<file path="config.mk">
export PLATFORM = sky130hd
export DESIGN_NAME = chan_guard
export DESIGN_NICKNAME = d
export VERILOG_FILES = /design/src/rtl/cg_pkg.sv /design/src/rtl/cg_sync.sv /design/src/rtl/cg_persist.sv /design/src/rtl/cg_chan_ctl.sv /design/src/rtl/chan_guard.sv
export SDC_FILE = /design/constraint.sdc
export NUM_CORES = 1
export LEC_CHECK = 0
export BUFFER_PORTS_ARGS = -buffer_cell sky130_fd_sc_hd__buf_2
export CAP_MARGIN = 30
export CORE_MARGIN = 5
export CORE_UTILIZATION = 33
export CTS_CLUSTER_DIAMETER = 60
export DETAILED_ROUTE_END_ITERATION = 6
export GPL_ROUTABILITY_DRIVEN = 0
export SLEW_MARGIN = 20
export SYNTH_ARGS = -nofsm -noshare
export SYNTH_HDL_FRONTEND = slang
export SYNTH_SLANG_ARGS = --single-unit
export TNS_END_PERCENT = 50
</file>
<file path="constraint.sdc">
create_clock -name clk -period 4 [get_ports clk]
set_clock_uncertainty 0.2 [all_clocks]
set_input_delay 1 -clock clk [delete_from_list [all_inputs] [get_ports clk]]
set_output_delay 1 -clock clk [all_outputs]
set_load 0.03 [all_outputs]
</file>
<file path="src/rtl/cg_pkg.sv">
package cg_pkg;
  // Width of a counter that must hold values 0 .. limit-1
  function automatic int cnt_w(input int limit);
    return (limit <= 2) ? 1 : $clog2(limit);
  endfunction
endpackage

</file>
<file path="src/rtl/cg_sync.sv">
module cg_sync #(
  parameter int   WIDTH   = 7,
  parameter int   STAGES  = 2,
  parameter logic RST_VAL = 1'b0
) (
  input  logic             clk,
  input  logic             rst,
  input  logic [WIDTH-1:0] d,
  output logic [WIDTH-1:0] q
);
  logic [WIDTH-1:0] stg [STAGES];

  always_ff @(posedge clk) begin
    if (rst) begin
      for (int i = 0; i < STAGES; i++) stg[i] <= {WIDTH{RST_VAL}};
    end else begin
      stg[0] <= d;
      for (int i = 1; i < STAGES; i++) stg[i] <= stg[i-1];
    end
  end

  assign q = stg[STAGES-1];
endmodule

</file>
<file path="src/rtl/cg_persist.sv">
module cg_persist #(
  parameter int LIMIT = 2500000
) (
  input  logic clk,
  input  logic rst,
  input  logic level,
  output logic trip
);
  localparam int         W   = cg_pkg::cnt_w(LIMIT);
  localparam logic [W-1:0] TOP = W'(LIMIT - 1);

  logic [W-1:0] cnt;

  // Counts consecutive high samples; any low sample restarts from zero
  always_ff @(posedge clk) begin
    if (rst || !level) cnt <= '0;
    else if (cnt != TOP) cnt <= cnt + 1'b1;
  end

  assign trip = level && (cnt == TOP);
endmodule

</file>
<file path="src/rtl/cg_chan_ctl.sv">
module cg_chan_ctl (
  input  logic clk,
  input  logic rst,
  input  logic olt_s,
  input  logic oc_n_s,
  input  logic ol_trip,
  input  logic req_on,
  input  logic req_off,
  output logic en,
  output logic latched
);
  logic fault_now, quiet, lat_nx, en_nx;

  always_comb begin
    fault_now = ol_trip | ~oc_n_s;
    quiet     = ~olt_s & oc_n_s;
    // Latch: set on fault, clear only by turn-on with quiet inputs
    if (fault_now)                  lat_nx = 1'b1;
    else if (latched && req_on && quiet) lat_nx = 1'b0;
    else                            lat_nx = latched;
    // Enable: fault and off win over on
    if (fault_now)                  en_nx = 1'b0;
    else if (req_off)               en_nx = 1'b0;
    else if (req_on && (!latched || quiet)) en_nx = 1'b1;
    else                            en_nx = en;
    en_nx = en_nx & ~lat_nx;
  end

  always_ff @(posedge clk) begin
    if (rst) begin
      en      <= 1'b0;
      latched <= 1'b0;
    end else begin
      en      <= en_nx;
      latched <= lat_nx;
    end
  end
endmodule

</file>
<file path="src/rtl/chan_guard.sv">
module chan_guard #(
  parameter int NUM_CH         = 7,
  parameter int PERSIST_CYCLES = 2500000,
  parameter int SYNC_STAGES    = 2
) (
  input  logic              clk,
  input  logic              rst,
  input  logic [NUM_CH-1:0] olt_in,
  input  logic [NUM_CH-1:0] oc_n_in,
  input  logic [NUM_CH-1:0] cmd_on,
  input  logic [NUM_CH-1:0] cmd_off,
  output logic [NUM_CH-1:0] pwr_en,
  output logic [NUM_CH-1:0] fault_stat
);
  logic [NUM_CH-1:0] olt_s, oc_n_s, ol_trip;

  cg_sync #(.WIDTH(NUM_CH), .STAGES(SYNC_STAGES), .RST_VAL(1'b0)) u_sync_ol (
    .clk(clk), .rst(rst), .d(olt_in), .q(olt_s));

  cg_sync #(.WIDTH(NUM_CH), .STAGES(SYNC_STAGES), .RST_VAL(1'b1)) u_sync_oc (
    .clk(clk), .rst(rst), .d(oc_n_in), .q(oc_n_s));

  for (genvar c = 0; c < NUM_CH; c++) begin : g_ch
    cg_persist #(.LIMIT(PERSIST_CYCLES)) u_persist (
      .clk(clk), .rst(rst), .level(olt_s[c]), .trip(ol_trip[c]));

    cg_chan_ctl u_ctl (
      .clk(clk), .rst(rst),
      .olt_s(olt_s[c]), .oc_n_s(oc_n_s[c]), .ol_trip(ol_trip[c]),
      .req_on(cmd_on[c]), .req_off(cmd_off[c]),
      .en(pwr_en[c]), .latched(fault_stat[c]));
  end
endmodule

</file>
-- Yosys cells after proc, flatten, opt, wreduce, memory -nomap -nowiden
Memory sizes are Yosys's and may differ from the RTL's.
Cells that the tools add are included.
- bits of input ports: 30
- output and inout bits: 14
- RAM bits: 28
- memories: 2
- bits in registers: 168
- logic and storage cells: 188
- memory list (memory ; words ; bits a word ; rd ports ; clocked after Yosys merged registers in ; write ports ; line ; RTL):
    u_sync_oc.stg ; 2 ; 7 ; 2 ; 0 ; 2 ; cg_sync.sv:11 ; logic [WIDTH-1:0] stg [STAGES];
    u_sync_ol.stg ; 2 ; 7 ; 2 ; 0 ; 2 ; cg_sync.sv:11 ;
- bitwise gates (word level): 46
- reduce and logical (&&, ||, !) cells: 56
- add/subtract/negate cells: 7
- eq/ne operators: 14
- multiplexer cells: 42
- operator list (cell ; number):
    $add 22x1->22 const B ; 7
    $eq 22x22->1 const B ; 7
    $ne 22x22->1 const B ; 7
    $mux 1 ; 38
    $logic_and 1x1->1 ; 28
    $mux 7 ; 4
    $not 1->1 ; 21
    $and 1x1->1 ; 14
    $logic_not 1->1 ; 14
    $logic_or 1x1->1 ; 14
    $or 1x1->1 ; 11

-- Logic depth before layout (Yosys ltp)
Gate-level depths: netlist of run 1.
- depth after elaboration: 8
- gate-level depth with buffers: 6
- depth with buffers taken out: 5

-- By module
A second synthesis of run 1 with hierarchy kept.
- cell total of the unflattened synthesis: 1087
- area total of the unflattened synthesis: 9580.4 um2
- by module, submodules not included (module ; times used ; cells each ; area each (um2)):
    cg_persist ; 7 ; 135 ; 1139.8
    cg_chan_ctl ; 7 ; 10 ; 101.3
    cg_sync at u_sync_ol ; 1 ; 36 ; 460.4
    cg_sync at u_sync_oc ; 1 ; 36 ; 431.7

-- Worst setup path before layout of run 1
OpenSTA, ideal clock, no wires.
- path kind: input to register
- from: in rst
- to: reg g_ch[1].u_persist.cnt[10]
- setup time: 0.128 ns
- arrival time: 2.184 ns
- buffers on the path: 4
- data required time: 3.672 ns
- cell stages on the path: 6
- setup slack: 1.488 ns
- path through: clkbuf_1 -> clkbuf_1 -> nand2b_1 -> clkbuf_1 -> clkbuf_1 -> nor2_1
- word-level cells in the longest chain between the ends: 1
- ends and longest elaborated chain (element ; line ; RTL):
    start: declaration ; chan_guard.sv:7 ; input logic rst,
    $logic_or 1x1->1 ; cg_persist.sv:16 ; if (rst || !level) cnt <= '0;
    end signal: assignment ; cg_persist.sv:17 ; else if (cnt != TOP) cnt <= cnt + 1'b1;
    end: declaration ; cg_persist.sv:12 ; logic [W-1:0] cnt;
Every way passes these cells.
A chain may end at the register's enable or synchronous reset.

-- Final worst setup path of run 1
- from: in rst
- to: reg g_ch[3].u_persist.cnt[16]
- word-level cells in the longest chain between the ends: 1
- ends and longest elaborated chain (element ; line):
    $logic_or 1x1->1 ; cg_persist.sv:16
    end signal: assignment ; cg_persist.sv:17
    end: declaration ; cg_persist.sv:12
Every way passes these cells.

==> flow_summary.ini, run 1 <==
[clock_network]
numCtsBuffers = 17
post-cts-setup-buffers = 0
clk_path_buf_depth = 2
clk_pin_slew_ps = 70
h-tree-depth = 4
cts_resized = 0
clock-sinks = 196
cts_tree = done
clock_latency_ps = 440
hold_buffers = 0
clockRootBuffer = clkbuf_16

[worst_setup_path]
critPathArrivalTime_ps = 2550
r2r_cells = 5
critPathLaunchType = primary input
cp_max_fo = 20
cp-end-kind = flip-flop
cp_data_required_time_ps = 4180
crit_type = primary input to flip-flop
setup.worst_path.start = rst
r2r-start = g_ch[0].u_persist.cnt[0]$_SDFFE_PP0P_
r2r_end = g_ch[0].u_persist.cnt[18]$_SDFFE_PP0P_
r2r_setup_slack_ps = 1700

[synth]
synth-edff-count = 0
synthCells = 1120
syn_area_sq_um = 9464
synth_cell_types = 63
synth_top_cell_by_area = dfxtp_1
synth_warnings = 0
synth.area.top_cells = dfxtp_1 (41%), nand2_1 (3.7%), nand3_1 (3.6%)
ys_seq_elements = 196
seq_area_frac_synth_pct = 41.46
async_flop_share_pct = 0
syn-num-nets = 1157
synth_top_area_share_pct = 41.46
syn-mean-instance-area_sq_um = 8.450
synth_top_flop_cell = dfxtp_1

[timing]
whs_ps = 210.4
maxSlewViolCount = 0
setup_viol = 0
fin_tns_setup_ps = 0
fin_crit_sh_pct = 59.31
finalHoldViolCount = 0
timing.slew.headroom_pct = 40.29
rsz0062_at_grt = no
max_freq_mhz = 421.5
tightest_slew_ps = 893.8
fin_crit_ps = 2373

[route]
drcViolationCount = 0
drtIter0Drc = 560
vias = 8061
final_antenna_net_count = 0
routed_wl_mm = 20.93
dr.pass1.iters = 5
vias_per_cell = 5.307
routedWlPerCell_um = 13.78

[die]
die_area_sq_um = 32170
initial_core_util_pct = 33.15
dieHeight_um = 179.4
die_w_um = 179.4
fp.coreArea_sq_um = 28550
io_pins = 44
rows = 62

[worst_hold_path]
worstHoldPathCells = 1
hp-class = flip-flop to flip-flop
holdPathEnd = u_sync_oc.stg[0][8]$_SDFF_PP1_
hold_start = u_sync_oc.stg[0][1]$_SDFF_PP1_

[placement]
placed_cells = 1486
hpwl_mm = 14.70
io_buffers = 43
place_area_sq_um = 9897

[cells_and_area]
fillers = 2997
diodes = 0
drive_gt1_share_pct = 9.868
syn_to_final_growth_pct = 10.70
design_area_sq_um = 10480
fin_util_pct = 36.70
most-common-layout-cells = dfxtp_1 (196), nand2_1 (94), nor2_1 (92)
nNetsFinal = 1159
final_common_cell = dfxtp_1
finalNonFillerCells = 1519

[global_route]
grtUsageTotal_pct = 13.15
overflow = 0
grt_max_degree = 21
antenna_found_initial = 0
grt_pass1_vias = 7231
grt_pass1_wl_mm = 35.20

[run_status]
status = finished clean

[power_and_ir_drop]
cellLeakagePower_nw = 3.389
ir_worst_vdd_mv = 0.2687
power_density_nw_per_um2 = 362.1

[flow_run]
max_cap_viol_count = 0
[power breakdown]
part	total [mW]	switching (mW)	leakage [nW]	internal, mW
registers	1.99	0.0152	1.59	1.97
clock network	1.70	0.791	0.288	0.906
logic	0.109	0.0663	1.51	0.0423
total	3.79	0.873	3.39	2.92
[metal layers]
layer / share of wire (%) / GRT usage [%] / up-vias
met4: 1.4 / 4.189 / 0
li1: - / - / 4130
met2: 45 / 20.88 / 113
met1: 49 / 17.61 / 3795
met3: 3.9 / 3.357 / 23
met5: 0 / 0 / -
[how the worst max path moves through the flow]
stage	end	slack, ps
final	g_ch[3].u_persist.cnt[16]$_SDFFE_PP0P_	1630
after global routing	g_ch[6].u_persist.cnt[18]$_SDFFE_PP0P_	1550
after CTS	g_ch[1].u_persist.cnt[2]$_SDFFE_PP0P_	1550
after detailed placement	g_ch[3].u_persist.cnt[18]$_SDFFE_PP0P_	1210
after global placement	g_ch[3].u_persist.cnt[16]$_SDFFE_PP0P_	1190
after floorplan	g_ch[1].u_persist.cnt[10]$_SDFFE_PP0P_	1490
[area by class of cell]
class                           instances  area, sq um  share of cell area [%]
Clock buffer                           20        456.7                   4.359
Multi-Input combinational cell        836         5154                   49.19
Inverter                               21        78.83                  0.7524
Tap cell                              384        480.5                   4.586
Timing Repair Buffer                   50        265.3                   2.532
Sequential cell                       196         3924                   37.45
Clock inverter                         12        117.6                   1.123
[synth_stat cells, drive strengths merged, types with 14 or more instances]
library cell / n
and3: 32
xnor2: 24
nor3: 24
a21oi: 58
and4: 19
nor2: 92
nor4b: 14
or3: 26
o21ai: 52
nand2: 94
mux2i: 15
xor2: 29
a31oi: 14
nor4: 27
or4: 23
o31ai: 18
nand4: 42
clkbuf: 44
nor2b: 20
buf: 23
dfxtp: 196
nand3: 70
or2: 17
inv: 21
nand2b: 24
[worst max-delay path: stages]
cell and delay (ps):
buf_2 230, nand2b_1 560, or4_1 660, nand2_1 80
[cell families (layout without fill, tap and decap cells)]
family / after synthesis / count (layout) / share of synthesized area [%]
compound gates: 209 / 209 / 14.37
xor+xnor: 53 / 53 / 4.905
fa+ha+maj: 7 / 7 / 0.9254
buf+inv: 88 / 103 / 4.151
flops: 196 / 196 / 41.46
mux: 15 / 15 / 1.586
simple gates: 552 / 552 / 32.60
[state kept, by name (all words and copies together), names as in the netlist]
signal and flops:
g_ch.u_persist.cnt 154, g_ch.u_ctl.en 7, g_ch.u_ctl.latched 7, u_sync_ol.stg 14, u_sync_oc.stg 14
[metrics by stage]
step,power (mW),setup WS [ps]
6_report,3.794,1627
5_1_grt,3.939,1545
4_1_cts,3.852,1554
3_5_place_dp,2.145,1209
3_3_place_gp,2.143,1191
2_1_floorplan,2.110,1488
(Power assumes the default switching activity.)
==> run 2, diff against run 1 <==
--- a/config.mk
+++ b/config.mk
@@ -5,6 +5,7 @@
 export SDC_FILE = /design/constraint.sdc
 export NUM_CORES = 1
 export LEC_CHECK = 0
+export ABC_AREA = 1
 export BUFFER_PORTS_ARGS = -buffer_cell sky130_fd_sc_hd__buf_2
 export CAP_MARGIN = 30
 export CORE_MARGIN = 5
==> constraint.sdc (replaced) <==
create_clock -name clk -period 2.2 [get_ports clk]
set_clock_uncertainty 0.2 [all_clocks]
set_input_delay 0.55 -clock clk [delete_from_list [all_inputs] [get_ports clk]]
set_output_delay 0.55 -clock clk [all_outputs]
set_load 0.03 [all_outputs]
==> run 2 against run 1 <==
Compared with the run above: sequential cell count stayed put; final area is 6.8% higher; area after synthesis is 6.0% higher; largest power group unchanged; critical path depth is 5 higher; core utilization is 0.86 points higher; via count is 12% higher; power is 82% higher; non-clock buffer count stayed put; setup slack worse by 1300 ps; global-route usage is 0.30 points higher; count of clock-buffer cells in the layout stayed put.
==> flow_summary.ini, run 2 <==
[clock_network]
post-cts-setup-buffers = 0
h-tree-depth = 4
clk_path_buf_depth = 2
numCtsBuffers = 17
clockRootBuffer = clkbuf_16
clk_pin_slew_ps = 70
cts_resized = 0
clock_latency_ps = 440
cts_tree = done
hold_buffers = 0
clock-sinks = 196

[die]
io_pins = 44
die_area_sq_um = 33980
die_w_um = 184.3
fp.coreArea_sq_um = 29800
dieHeight_um = 184.3
rows = 63
initial_core_util_pct = 33.66

[worst_setup_path]
path_buf_inv = 2
cp_max_fo = 7
critPathTopFamily = simple AND/OR/NAND/NOR gates
crit_type = flip-flop to flip-flop
cpPeakStageDelay_ps = 420
cp_data_required_time_ps = 2380
cp-end-kind = flip-flop
critPathArrivalTime_ps = 2060
worst_path_max_delay_cell = dfxtp_1
critPathLaunchType = flip-flop
crit_chain = ha_1, inv_2, nor2_4, nand2_2, nor2_4, nand3_1, nand3_1, nand2_1, inv_1
r2r_cells = 9
cp.depth = 9

[timing]
tightest_slew_ps = 441.6
setup_viol = 0
fin_crit_sh_pct = 85.42
timing.slew.headroom_pct = 70.53
whs_ps = 82.76
rsz0062_at_grt = no
finalHoldViolCount = 0
maxSlewViolCount = 0
fin_tns_setup_ps = 0
fin_crit_ps = 1879
max_freq_mhz = 532.1

[synth]
synth_top_area_share_pct = 39.12
synth.most_common_cell = nand2_1
synth_cell_types = 36
synth_top_family_by_area = simple AND/OR/NAND/NOR gates
synth_compound_area_share_pct = 9.581
synth_warnings = 0
synth_mux_area_share_pct = 0
synth_top_cell_by_area = dfxtp_1
synthCells = 1512
syn_area_sq_um = 10030
synth_xor_area_share_pct = 2.445
syn-mean-instance-area_sq_um = 6.633
synthTopCellsByCount = nand2_1 (340), nor2_1 (263), dfxtp_1 (196)
async_flop_share_pct = 0
ys_seq_elements = 196
seq_area_frac_synth_pct = 39.12
syn-num-nets = 1549
synth-edff-count = 0
synth_top_flop_cell = dfxtp_1
synth_fa_ha_area_share_pct = 0.8733
synth.area.top_cells = dfxtp_1 (39%), nand2_1 (13%), nor2_1 (9.8%)
synth_simple_gate_area_share_pct = 38.67

[global_route]
grt_max_degree = 31
grt_pass1_vias = 8392
overflow = 0
grt_pass1_wl_mm = 38.47
grtUsageTotal_pct = 13.45
antenna_found_initial = 0

[placement]
io_buffers = 43
hpwl_mm = 17.06
place_area_sq_um = 10610

[flow_run]
max_cap_viol_count = 0

[worst_hold_path]
worstHoldPathCells = 2
hp-class = primary input to flip-flop

[power_and_ir_drop]
power_density_nw_per_um2 = 615.5
ir_worst_vdd_mv = 0.4148
cellLeakagePower_nw = 3.757

[cells_and_area]
syn_to_final_growth_pct = 11.56
fin_util_pct = 37.55
top_regs = g_ch.u_persist.cnt: 154 flops, u_sync_oc.stg: 14 flops, u_sync_ol.stg: 14 flops
largest_reg_flops = 154
top_register = g_ch.u_persist.cnt
diodes = 0
fillers = 3163
nNetsFinal = 1588
drive_gt1_share_pct = 11.25
final_common_cell = nand2_1
design_area_sq_um = 11190
most-common-layout-cells = nand2_1 (340), nor2_1 (263), dfxtp_1 (196)

[route]
routed_wl_mm = 22.30
final_antenna_net_count = 0
vias = 9024
vias_per_cell = 4.618
drcViolationCount = 0
drtIter0Drc = 514
routedWlPerCell_um = 11.41
dr.pass1.iters = 5

[run_status]
status = finished clean
==> run 2: layer usage <==
layer  GRT usage [%]  wire length [um]  vias up
li1                -                 -     4861
met1           18.33             11460     4028
met2           21.60              9762      110
met3           2.506               683       25
met4           4.318               393        0
met5               0                 0        -
==> run 2: metrics by stage <==
stage | std cells | total power [mW] | setup slack (ps)
2_1_floorplan | 1512 | 3.831 | 589.2
3_3_place_gp | 1922 | 3.898 | 208.4
3_5_place_dp | 1922 | 3.901 | 159.9
4_1_cts | 1954 | 7.014 | 284.5
5_1_grt | 1954 | 7.169 | 165.7
6_report | 1954 | 6.887 | 320.7
==> run 2: logic make-up after synthesis <==
kind of cell	Yosys count
and+or+nand+nor	860
xor gates and xnor gates	28
DFF	196
AOI/OAI and AO/OA	189
buffers and inverters	232
adders and majority gates	7
==> run 2: worst paths after layout <==
path	from	end	slack [ps]
worst min-delay path	oc_n_in[0]	u_sync_oc.stg[0][0]$_SDFF_PP1_	80
worst max register to register	g_ch[4].u_persist.cnt[0]$_SDFFE_PP0P_	g_ch[4].u_ctl.latched$_SDFF_PP0_	320
worst min register to register	u_sync_ol.stg[0][3]$_SDFF_PP0_	u_sync_ol.stg[0][10]$_SDFF_PP0_	190
worst max-delay path	g_ch[4].u_persist.cnt[0]$_SDFFE_PP0P_	g_ch[4].u_ctl.latched$_SDFF_PP0_	320
==> run 2: layout make-up <==
cell class,count,area (sq um),share of cell area [%]
timing repair buffer,50,267.8,2.393
multi-input combinational,1084,5172,46.23
clock inverter,12,122.6,1.096
clock buffer,20,456.7,4.081
tap,390,488.0,4.361
inverter,202,758.2,6.776
sequential,196,3924,35.07
==> run 2: report_power, final <==
group | switching [mW] | total (mW) | internal [mW]
registers | 0.0244 | 3.61 | 3.59
logic | 0.128 | 0.203 | 0.0748
clock network | 1.43 | 3.07 | 1.65
total | 1.58 | 6.89 | 5.31
==> run 3, diff against run 2 <==
==> constraint.sdc (replaced) <==
create_clock -name clk -period 1.8 [get_ports clk]
set_clock_uncertainty 0.2 [all_clocks]
set_input_delay 0.45 -clock clk [delete_from_list [all_inputs] [get_ports clk]]
set_output_delay 0.45 -clock clk [all_outputs]
set_load 0.03 [all_outputs]
==> run 3 against run 2 <==
Compared with the run above: final area is 2.4% higher; core utilization is 0.91 points higher; largest cell class unchanged; count of clock-buffer cells in the layout is 2 lower; hold slack worse by 66 ps; first-iteration DRC count is 19% higher; die area stayed put; combinational power is 35% higher; global-route usage is 0.19 points higher; final cell count is 1.3% higher.
==> flow_summary.ini, run 3 (same netlist as run 2, synthesis figures left out) <==
[route]
vias = 9140
vias_per_cell = 4.618
wl_met2_mm = 10.02
dr.pass1.iters = 5
routed_wl_mm = 22.80
top_layer = met4
routedWlPerCell_um = 11.52
final_antenna_net_count = 0
drcViolationCount = 0
met3_length_um = 739
wl_met1_mm = 11.81
drtIter0Drc = 613

[cells_and_area]
top_regs = g_ch.u_persist.cnt: 154 flops, u_sync_oc.stg: 14 flops, u_sync_ol.stg: 14 flops
syn_to_final_growth_pct = 14.27
final-seq-area_sq_um = 3933
top_register = g_ch.u_persist.cnt
diodes = 0
fillers = 3214
multi_input_area_sq_um = 5201
finalNonFillerCells = 1979
final_common_cell = nand2_1
most-common-layout-cells = nand2_1 (340), nor2_1 (260), inv_1 (189), dfxtp_1 (189), a21oi_1 (113)
drive_gt1_share_pct = 13.09
design_area_sq_um = 11460
largest_reg_flops = 154
nNetsFinal = 1614

[worst_setup_path]
critPathLaunchType = flip-flop
r2r_cells = 8
r2r-start = g_ch[1].u_persist.cnt[0]$_SDFFE_PP0P_
cp_max_fo = 3
cp_data_required_time_ps = 1150
r2r_setup_slack_ps = 140
cpPeakStageDelay_ps = 370
worst_path_max_delay_cell = dfxtp_1
cp-end-kind = primary output
critPathArrivalTime_ps = 1020
path_buf_inv = 1
crit_type = flip-flop to primary output
crit_chain = buf_2
r2r_end = g_ch[1].u_persist.cnt[4]$_SDFFE_PP0P_
critPathTopFamily = flip-flops

[die]
die_area_sq_um = 33980
rows = 63
initial_core_util_pct = 33.66
die_w_um = 184.3
io_pins = 44
dieHeight_um = 184.3
fp.coreArea_sq_um = 29800

[power_and_ir_drop]
power_density_nw_per_um2 = 729.6
ir_worst_vdd_mv = 0.6009
finalPower_mw = 8.362
cellLeakagePower_nw = 3.896

[clock_network]
clock_latency_ps = 440
clk_path_buf_depth = 2
clockRootBuffer = clkbuf_16
clk_pin_slew_ps = 70
clock-sinks = 196
numCtsBuffers = 17
cts_tree = done
h-tree-depth = 4

[timing]
whs_ps = 16.54
maxSlewViolCount = 0
timing.slew.headroom_pct = 72.01
finalHoldViolCount = 0
max_freq_mhz = 600.3
worst_slack_ps = 134.0
fin_crit_sh_pct = 92.55
setup_viol = 0
tightest_slew_ps = 419.3
rsz0062_at_grt = yes
fin_crit_ps = 1666

[placement]
place_area_sq_um = 10750
hpwl_mm = 17.18
io_buffers = 43
placed_cells = 1936
dp_slack_ps = 55.56

[global_route]
antenna_found_initial = 0
grt_pass1_wl_mm = 39.05
overflow = 0
grtUsageTotal_pct = 13.65
grt_pass1_vias = 8479
grt_max_degree = 32

[flow_run]
max_cap_viol_count = 0

[worst_hold_path]
holdPathEnd = u_sync_oc.stg[0][2]$_SDFF_PP1_
hp-class = primary input to flip-flop
hold_start = oc_n_in[2]
worstHoldPathCells = 2

[run_status]
status = finished clean
## run 3: cell types whose count changed in the layout (fill, tap and decap cells not counted), moves of 3 or more
cell / previous run / this run
dlygate4sd3_1: 0 / 7
dfxtp_1: 196 / 189
buf_4: 7 / 24
buf_12: 0 / 3
nor2_1: 263 / 260
dfxtp_2: 0 / 7
## run 3: worst max path at each step
| stage | start | endpoint | slack, ps | cells past startpoint |
|---|---|---|---|---|
| floorplan | g_ch[4].u_persist.cnt[0]$_SDFFE_PP0P_ | g_ch[4].u_persist.cnt[20]$_SDFFE_PP0P_ | 190 | 9 |
| global placement | rst | g_ch[3].u_persist.cnt[12]$_SDFFE_PP0P_ | 50 | 6 |
| detailed placement | rst | g_ch[3].u_persist.cnt[8]$_SDFFE_PP0P_ | 60 | 6 |
| CTS | g_ch[4].u_ctl.en$_SDFF_PP0_ | pwr_en[4] | 10 | 1 |
| global route | g_ch[3].u_persist.cnt[0]$_SDFFE_PP0P_ | g_ch[3].u_persist.cnt[20]$_SDFFE_PP0P_ | -10 | 8 |
| finish | g_ch[0].u_ctl.latched$_SDFF_PP0_ | fault_stat[0] | 130 | 1 |
## run 3: per-stage QoR
step | TNS [ps] | util, %
global route | -27.76 | 38.46
floorplan | 0 | -
global placement | 0 | 36.09
detailed placement | 0 | 36.09
CTS | 0 | 38.21
finish | 0 | 38.46
## run 3: layer usage
layer | global-route usage [%] | vias up
li1 | - | 4917
met1 | 18.94 | 4093
met2 | 22.00 | 117
met3 | 2.467 | 13
met4 | 3.490 | 0
met5 | 0 | -
## run 3: timing repair
action	CTS	global route
pin swaps	0	3
buffers inserted	0	5
endpoints found under the setup margin	1	24
gates resized for setup	1	15
hold buffers	7	0
hold endpoints to repair	7	0
## run 3: power by group
group	total (mW)	switching, mW	internal, mW
clock	3.67	1.82	1.85
sequential	4.41	0.0313	4.38
combinational	0.275	0.160	0.114
## run 3: layout make-up
| class | count | share of cell area, % |
|---|---|---|
| Clock buffer | 18 | 3.832 |
| Clock inverter | 13 | 1.059 |
| Inverter | 202 | 6.616 |
| Multi-Input combinational cell | 1084 | 45.38 |
| Sequential cell | 196 | 34.31 |
| Tap cell | 390 | 4.258 |
| Timing Repair Buffer | 76 | 4.541 |
